==> config.mk <==
export PLATFORM = sky130hd
export DESIGN_NAME = ocp_alert_latch
export DESIGN_NICKNAME = d
export VERILOG_FILES = /design/src/rtl/ocp_pkg.sv /design/src/rtl/ocp_regs.sv /design/src/rtl/ocp_cur_check.sv /design/src/rtl/ocp_sticky.sv /design/src/rtl/ocp_alert_latch.sv
export SDC_FILE = /design/constraint.sdc
export NUM_CORES = 1
export LEC_CHECK = 0
export ABC_CLOCK_PERIOD_IN_PS = 2100
export BUFFER_PORTS_ARGS = -buffer_cell sky130_fd_sc_hd__buf_2
export CAP_MARGIN = 15
export CORE_MARGIN = 1
export CORE_UTILIZATION = 50
export CTS_CLUSTER_SIZE = 30
export DETAILED_ROUTE_END_ITERATION = 10
export PLACE_DENSITY = 0.78
export RECOVER_POWER = 50
export SETUP_SLACK_MARGIN = 0.2
export SLEW_MARGIN = 20
export SYNTH_ARGS = -nofsm -noshare
export SYNTH_HDL_FRONTEND = slang
export SYNTH_HIERARCHICAL = 1
export SYNTH_SLANG_ARGS = --single-unit
==> constraint.sdc <==
create_clock -name clk -period 2.1 [get_ports clk]
set_input_delay 0.315 -clock clk [delete_from_list [all_inputs] [get_ports clk]]
set_output_delay 0.315 -clock clk [all_outputs]
set_load 0.01 [all_outputs]
==> src/rtl/ocp_pkg.sv <==
package ocp_pkg;
  localparam int ST_W      = 6;
  localparam int ST_OVER   = 0;
  localparam int ST_DLAT   = 1;
  localparam int ST_ALIVE  = 2;
  localparam int ST_ALAT   = 3;
  localparam int ST_OFF    = 4;
  localparam int ST_OLAT   = 5;

  localparam int EN_SINGLE = 0;
  localparam int EN_RUN    = 1;
  localparam int EN_ANA    = 2;
  localparam int EN_OFFOK  = 3;
  localparam int EN_CLR    = 4;
  localparam int EN_W      = 4;

  typedef enum logic [1:0] {
    SEL_EN  = 2'd0,
    SEL_THR = 2'd1,
    SEL_CTL = 2'd2
  } reg_sel_e;
endpackage

==> src/rtl/ocp_regs.sv <==
module ocp_regs
  import ocp_pkg::*;
#(
  parameter int REG_W = 8
) (
  input  logic             clk,
  input  logic             rst_n,
  input  logic             wr,
  input  logic [1:0]       sel,
  input  logic [REG_W-1:0] wdata,
  output logic [EN_W-1:0]  en_bits,
  output logic             clr_pulse,
  output logic [REG_W-1:0] thr,
  output logic             soft_off
);
  logic [EN_W-1:0]  en_q, en_n;
  logic             clr_q, clr_n;
  logic [REG_W-1:0] thr_q, thr_n;
  logic             off_q, off_n;
  logic             unused_hi;

  assign unused_hi = ^wdata[REG_W-1:EN_CLR+1];

  always_comb begin
    en_n  = en_q;
    thr_n = thr_q;
    off_n = off_q;
    clr_n = 1'b0;
    if (wr) begin
      unique case (sel)
        SEL_EN: begin
          en_n  = wdata[EN_W-1:0];
          clr_n = wdata[EN_CLR];
        end
        SEL_THR: thr_n = wdata;
        SEL_CTL: off_n = wdata[0];
        default: ;
      endcase
    end
  end

  always_ff @(posedge clk or negedge rst_n) begin
    if (!rst_n) begin
      en_q  <= EN_W'(1 << EN_ANA);
      clr_q <= 1'b0;
      thr_q <= '1;
      off_q <= 1'b0;
    end else begin
      en_q  <= en_n;
      clr_q <= clr_n;
      thr_q <= thr_n;
      off_q <= off_n;
    end
  end

  assign en_bits   = en_q;
  assign clr_pulse = clr_q;
  assign thr       = thr_q;
  assign soft_off  = off_q;
endmodule

==> src/rtl/ocp_cur_check.sv <==
module ocp_cur_check #(
  parameter int CODE_W  = 12,
  parameter int THR_W   = 8,
  parameter int RUN_LEN = 4
) (
  input  logic              clk,
  input  logic              rst_n,
  input  logic              cur_valid,
  input  logic [CODE_W-1:0] cur_code,
  input  logic [THR_W-1:0]  thr,
  input  logic              en_single,
  input  logic              en_run,
  output logic              over_q,
  output logic              trip
);
  localparam int SHIFT = CODE_W - THR_W;
  localparam int CNT_W = $clog2(RUN_LEN + 1);
  localparam logic [CNT_W-1:0] RUN_MAX = CNT_W'(RUN_LEN);

  logic [CNT_W-1:0] cnt_q, cnt_n;
  logic             over_n, over_now;
  logic             unused_lsb;

  assign unused_lsb = ^cur_code[SHIFT-1:0];
  assign over_now   = cur_code[CODE_W-1:SHIFT] > thr;

  always_comb begin
    cnt_n  = cnt_q;
    over_n = over_q;
    if (cur_valid) begin
      over_n = over_now;
      if (!over_now)            cnt_n = '0;
      else if (cnt_q != RUN_MAX) cnt_n = cnt_q + 1'b1;
    end
  end

  assign trip = cur_valid && over_now && (en_single || (en_run && cnt_n == RUN_MAX));

  always_ff @(posedge clk or negedge rst_n) begin
    if (!rst_n) begin
      cnt_q  <= '0;
      over_q <= 1'b0;
    end else begin
      cnt_q  <= cnt_n;
      over_q <= over_n;
    end
  end
endmodule

==> src/rtl/ocp_sticky.sv <==
module ocp_sticky (
  input  logic clk,
  input  logic rst_n,
  input  logic set,
  input  logic clr,
  output logic q
);
  logic q_n;

  always_comb q_n = (q && !clr) || set;

  always_ff @(posedge clk or negedge rst_n) begin
    if (!rst_n) q <= 1'b0;
    else        q <= q_n;
  end
endmodule

==> src/rtl/ocp_alert_latch.sv <==
module ocp_alert_latch
  import ocp_pkg::*;
#(
  parameter int CODE_W  = 12,
  parameter int REG_W   = 8,
  parameter int RUN_LEN = 4
) (
  input  logic              clk,
  input  logic              rst_n,
  input  logic              reg_wr,
  input  logic [1:0]        reg_sel,
  input  logic [REG_W-1:0]  reg_wdata,
  input  logic              cur_valid,
  input  logic [CODE_W-1:0] cur_code,
  input  logic              ana_oc,
  output logic [ST_W-1:0]   status,
  output logic              alert_pull
);
  localparam int N_LAT = 3;

  logic [EN_W-1:0]  en_bits;
  logic             clr_pulse;
  logic [REG_W-1:0] thr;
  logic             soft_off;
  logic             over_q, dig_trip;
  logic             ana_q;
  logic             off_mask;
  logic [N_LAT-1:0] lat_set, lat_q;

  ocp_regs #(.REG_W(REG_W)) u_regs (
    .clk(clk), .rst_n(rst_n), .wr(reg_wr), .sel(reg_sel), .wdata(reg_wdata),
    .en_bits(en_bits), .clr_pulse(clr_pulse), .thr(thr), .soft_off(soft_off)
  );

  ocp_cur_check #(.CODE_W(CODE_W), .THR_W(REG_W), .RUN_LEN(RUN_LEN)) u_cur (
    .clk(clk), .rst_n(rst_n), .cur_valid(cur_valid), .cur_code(cur_code),
    .thr(thr), .en_single(en_bits[EN_SINGLE]), .en_run(en_bits[EN_RUN]),
    .over_q(over_q), .trip(dig_trip)
  );

  always_ff @(posedge clk or negedge rst_n) begin
    if (!rst_n) ana_q <= 1'b0;
    else        ana_q <= ana_oc;
  end

  assign off_mask = soft_off && en_bits[EN_OFFOK];

  assign lat_set[0] = dig_trip;
  assign lat_set[1] = ana_oc && en_bits[EN_ANA];
  assign lat_set[2] = off_mask;

  genvar g;
  generate
    for (g = 0; g < N_LAT; g++) begin : g_lat
      ocp_sticky u_lat (
        .clk(clk), .rst_n(rst_n), .set(lat_set[g]), .clr(clr_pulse), .q(lat_q[g])
      );
    end
  endgenerate

  always_comb begin
    status           = '0;
    status[ST_OVER]  = over_q;
    status[ST_DLAT]  = lat_q[0];
    status[ST_ALIVE] = ana_q;
    status[ST_ALAT]  = lat_q[1];
    status[ST_OFF]   = soft_off;
    status[ST_OLAT]  = lat_q[2];
  end

  assign alert_pull = (lat_q[0] || lat_q[1]) && !off_mask;
endmodule

==> impl_metrics.yaml, run 1 <==
pwr:
  ir_drop_mv: 0.6835
  p_int_mw: 0.9219
  swShare_pct: 29.21
  clockPowerShare_pct: 24.5
  leakage_nw: 0.6700
  p_seq_share_pct: 46.7
  power_mw: 1.302
  p_per_area_nw_per_um2: 930.9
  combPwrFrac_pct: 28.9
  power_switching_mw: 0.3804
floorplanning:
  die-width_um: 50.86
  dieArea_um2: 2587
  rows: 17
  start_util_pct: 53.45
  core_area_um2: 2233
  io_pins: 34
  dieHeight_um: 50.86
sta:
  slew_viol_final: 0
  clock_skew_ns: 0.006712
  rsz0062_at_grt: "no"
  fin_hold_ws_ns: 0.1099
  period_share_pct: 84.09
  setup_viol: 0
  hold_viol_final: 0
  worst_slew_pin_slew_ns: 1.138
  slew_headroom_pct: 24.14
  tns_ns: 0
  max_freq_ghz: 0.5663
  fin_crit_ns: 1.766
synth:
  synth.largest_area_cell: "dfrtp_1"
  syn_nets: 141
  ys_seq_area_share_pct: 47.06
  ys_ff_latch: 22
  synth_top_area_share_pct: 27.25
  ys_types: 28
  postSynthCellCount: 104
  synthesis.area_um2: 1194
  yosys_warnings: 6
  syn_avg_cell_area_um2: 11.48
  ys_top_cells_by_area: "dfrtp_1, dfstp_2, mux2_2"
layout:
  diodes: 0
  final_common_cell: "buf_2"
  n_fill_cell: 184
  area.growth.synth_to_final_pct: 17.19
  postLayoutCoreUtil_pct: 62.63
  final_cell_mix: "buf_2, inv_1, dfrtp_1, mux2_2, ha_1"
  finalNetCount: 172
  drive_above_1_share_pct: 41.79
global_routing:
  grt_pass1_vias: 792
  grt_pass1_wl_mm: 3.325
  antenna_found_initial: 0
  overflow: 0
  grt_max_degree: 23
  grt.total_usage_pct: 18.64
clocking:
  path_clk_slew_ns: 0.12
  clk_latency_ns: 0.31
  cts_made_buffers: 3
  root_buffer: "clkbuf_4"
  cts.sinks: 22
  cts_buffer_depth: 2
  cts_tree: "built"
  htreeDepth: 1
worst_setup_path:
  crit_path_end_kind: "register"
  cp_data_required_time_ns: 2.32
  rr_worst_depth: 7
  path_class: "register to register"
  cp.arrival_ns: 1.98
  critPathLaunchType: "register"
  path_max_fanout: 3
min_path:
  hold-path-cell-count: 1
  hold_path_class: "primary input to register"
placement:
  port_buffers: 29
  dp_hpwl_mm: 1.558
  gp_congestion: 0.8020
drt:
  ant_nets: 0
  wire_per_inst_um: 12.16
  drt_wl_total_mm: 1.970
  drc: 0
  vias: 826
  first_iter_violations: 3
  drtPass1Iterations: 4
  viasPerCell: 5.099
status:
  status: "finished, final reports clean"
flow_run:
  drv_cap: 0
synthesized netlist by cell type, drive strengths merged:
cell and n:
inv 15, dfrtp 13, mux2 13, ha 10
dfstp 9, a21oi 6, nor2 5, buf 4
a211oi 3, a21o 3, and2 3, nand2 3
o21ai 3, nand3b 2, nand4 2, o211ai 2
a2bb2oi 1, and4b 1, nand3 1, nor2b 1
nor3b 1, o21a 1, o22ai 1, o31ai 1
flip-flops by register name, summed over array words and instances (netlist names):
register          flops
ana_q                 1
g_lat.u_lat/q         3
u_cur/cnt_q           3
u_cur/over_q          1
u_regs/clr_pulse      1
u_regs/en_bits        4
u_regs/soft_off       1
u_regs/thr            8
metal layers:
metal / vias up / global-route usage, % / share of wire [%]
met5: - / 0 / 0
met3: 6 / 4.167 / 3.9
met4: 0 / 11.57 / 2.9
met2: 21 / 30.89 / 49
met1: 384 / 21.88 / 44
li1: 415 / - / -
worst max-delay path, stage by stage (launching register included):
cell and delay [ns]:
dfstp_2 0.54, inv_1 0.04, ha_1 0.30, nand4_1 0.17
o21a_1 0.25, a21oi_2 0.17, nor2_1 0.07, a21o_1 0.14
cells by family (layout without fill, tap and decap cells):
family                     count (synthesis)  count (layout)  synth area share (%)
DFF                                       22              22                 47.07
AOI/OAI and AO/OA                         21              21                 12.26
and+or+nand+nor                           19              19                 10.90
buffers and inverters                     19              49                 7.022
muxes                                     13              13                 12.26
adders and majority gates                 10              10                 10.48
metrics by stage:
step | instance area [um^2] | instances | worst slack, ns
2_1_floorplan | 1194 | 104 | 0.4098
3_3_place_gp | 1346 | 157 | 0.2767
3_5_place_dp | 1346 | 157 | 0.2586
4_1_cts | 1409 | 162 | 0.2519
5_1_grt | 1399 | 162 | 0.2081
6_report | 1399 | 162 | 0.3341
final timing paths:
check | end | from | slack [ns]
hold reg to reg | g_lat[2].u_lat/q | g_lat[2].u_lat/q | 0.49
max in group asynchronous | u_cur/cnt_q[2] | rst_n | 0.69
setup reg to reg | g_lat[0].u_lat/q | u_regs/thr[7] | 0.33
setup / recovery | g_lat[0].u_lat/q | u_regs/thr[7] | 0.33
min in group asynchronous | u_cur/cnt_q[1] | rst_n | 0.73
hold / removal | ana_q | ana_oc | 0.11
repair_timing:
| action | CTS | global route |
|---|---|---|
| buffers inserted | 0 | 0 |
| endpoints found under the setup margin | 0 | 3 |
| hold endpoints to repair | 13 | 0 |
| hold buffers | 1 | 0 |
| resized for setup | 0 | 2 |
layout make-up:
| class | count | area, um^2 | share of cell area (%) |
|---|---|---|---|
| repair buffers | 30 | 152.6 | 10.91 |
| inverters | 15 | 56.30 | 4.025 |
| well taps | 28 | 35.03 | 2.504 |
| flip-flops and latches | 22 | 561.8 | 40.16 |
| clock buffers | 3 | 22.52 | 1.610 |
| multi-input cells | 63 | 540.5 | 38.64 |
| clock inverters | 1 | 30.03 | 2.147 |
power by group through the flow:
| stage | Combinational (mW) | Clock [mW] | Sequential [mW] |
|---|---|---|---|
| floorplan | 0.271 | 0 | 0.610 |
| global placement | 0.358 | 0 | 0.615 |
| detailed placement | 0.375 | 0 | 0.618 |
| CTS | 0.379 | 0.330 | 0.611 |
| global route | 0.427 | 0.342 | 0.623 |
| finish | 0.376 | 0.318 | 0.608 |
(Power assumes the default switching activity.)
==> inputs of run 2 (changes only) <==
- ABC_CLOCK_PERIOD_IN_PS: 2100 -> 1500
- CORE_UTILIZATION: 50 -> 46
- PLACE_DENSITY: 0.78 -> 0.76
- clock period: 2.1 -> 1.5 ns (I/O delays scaled with it)
==> impl_metrics.yaml, run 2 (synthesis results as in run 1) <==
floorplanning:
  dieHeight_um: 52.94
  rows: 18
  io_pins: 34
  core_area_um2: 2455
  start_util_pct: 48.62
  die-width_um: 52.94
  dieArea_um2: 2803
global_routing:
  overflow: 0
  grt.total_usage_pct: 21.22
  antenna_found_initial: 0
  grt_pass1_wl_mm: 4.153
  grt_max_degree: 23
  grt_pass1_vias: 953
sta:
  setup_viol: 5
  slew_headroom_pct: 53.32
  max_freq_ghz: 0.5603
  worst_slew_pin_slew_ns: 0.6986
  clock_skew_ns: 0.006018
  tns_ns: -1.343
  fin_crit_ns: 1.785
  slew_viol_final: 0
  finalWorstSetupSlack_ns: -0.2848
  period_share_pct: 119.0
  hold_viol_final: 0
  rsz0062_at_grt: "yes"
drt:
  first_iter_violations: 5
  wire_per_inst_um: 14.20
  drtPass1Iterations: 4
  ant_nets: 0
  viasPerCell: 5.138
  vias: 858
  drc: 0
  drt_wl_total_mm: 2.372
layout:
  final_cell_mix: "buf_2, dfrtp_1, mux2_2, inv_1"
  largest_reg_flops: 8
  multi_input_area_um2: 645.6
  postLayoutCoreUtil_pct: 62.33
  stdcell_count: 167
  drive_above_1_share_pct: 55.47
  area.growth.synth_to_final_pct: 28.20
  diodes: 0
  finalNetCount: 175
  register_area_um2: 561.8
  n_fill_cell: 199
  final_common_cell: "buf_2"
status:
  violations: "setup timing"
  status: "complete, but fails checks"
clocking:
  cts_made_buffers: 3
  htreeDepth: 1
  cts_buffer_depth: 2
  root_buffer: "clkbuf_4"
  cts.sinks: 22
  clk_latency_ns: 0.30
  path_clk_slew_ns: 0.12
  cts_tree: "built"
worst_setup_path:
  crit_path_end_kind: "register"
  crit_chain: "inv_2, ha_4, nand4_1, o21a_1, a21oi_2, nor2_1, a21o_1"
  critPathLaunchType: "register"
  path_max_fanout: 2
  crit_slowest_cell: "dfstp_1"
  cp.arrival_ns: 1.99
  cp_data_required_time_ns: 1.71
  slowest_delay_ns: 0.60
  crit_family: "flip-flops"
  cp.buffers_inverters: 1
  path_class: "register to register"
pwr:
  p_int_mw: 1.374
  p_seq_share_pct: 43.2
  clockPowerShare_pct: 22.5
  swShare_pct: 30.49
  ir_drop_mv: 1.247
  p_per_area_nw_per_um2: 1292
  power_switching_mw: 0.6028
  leakage_nw: 0.6910
  combPwrFrac_pct: 34.3
flow_run:
  drv_cap: 0
placement:
  gp_congestion: 0.8454
  dp_cells: 160
  dp_hpwl_mm: 1.712
  port_buffers: 29
min_path:
  hold_path_class: "primary input to register"
[run 2: worst register-to-register path: stages (launching register included)]
cell     delay (ns)
dfstp_1        0.60
inv_2          0.06
ha_4           0.26
nand4_1        0.12
o21a_1         0.23
a21oi_2        0.19
nor2_1         0.07
a21o_1         0.16
[run 2: power groups by stage]
stage               logic (mW)  registers [mW]  clock network (mW)
floorplan                0.390           0.855                   0
global placement         0.542           0.858                   0
detailed placement       0.564           0.867                   0
CTS                      0.652           0.860               0.457
global route             0.754           0.878               0.487
finish                   0.678           0.854               0.445
[run 2: area by class of cell]
cell class                      count  area share, %
Timing Repair Buffer               33          11.53
Clock buffer                        3          1.472
Tap cell                           30          2.453
Multi-Input combinational cell     63          42.19
Inverter                           15          3.679
Clock inverter                      1          1.962
Sequential cell                    22          36.71
[run 2: routing by layer]
metal	part of all wire [%]	vias up	global-route usage, %
li1	-	420	-
met1	38	414	24.45
met2	57	18	36.71
met3	2.5	6	4.310
met4	2.4	0	10.96
met5	0	-	0
[run 2: path summary, 6_finish.rpt]
| path | start | depth (start not counted) | to | slack (ns) |
|---|---|---|---|---|
| max in group asynchronous | rst_n | 2 | u_regs/thr[7] | 0.71 |
| max | u_regs/thr[2] | 7 | g_lat[0].u_lat/q | -0.28 |
| min | ana_oc | 1 | ana_q | 0.03 |
| max reg2reg | u_regs/thr[2] | 7 | g_lat[0].u_lat/q | -0.28 |
| min reg2reg | g_lat[2].u_lat/q | 1 | g_lat[2].u_lat/q | 0.50 |
| min in group asynchronous | rst_n | 2 | g_lat[1].u_lat/q | 0.41 |
[run 2: per-stage QoR]
step	hold WS, ns	instance area (um^2)	total power, mW	worst slack [ns]
floorplan	-0.07059	1210	1.244	-0.1238
detailed placement	0.2074	1373	1.431	-0.2514
global placement	0.2022	1373	1.400	-0.2143
finish	0.03028	1530	1.977	-0.2848
CTS	0.02037	1531	1.968	-0.2098
global route	0.01050	1530	2.118	-0.3669
[run 2: what timing repair did]
| action | CTS | global route |
|---|---|---|
| hold endpoints to repair | 13 | 0 |
| gates resized for setup | 14 | 2 |
| gates cloned | 0 | 0 |
| hold buffers | 1 | 0 |
| setup endpoints to repair | 5 | 6 |
| buffers inserted | 1 | 1 |
| pin swaps | 11 | 1 |
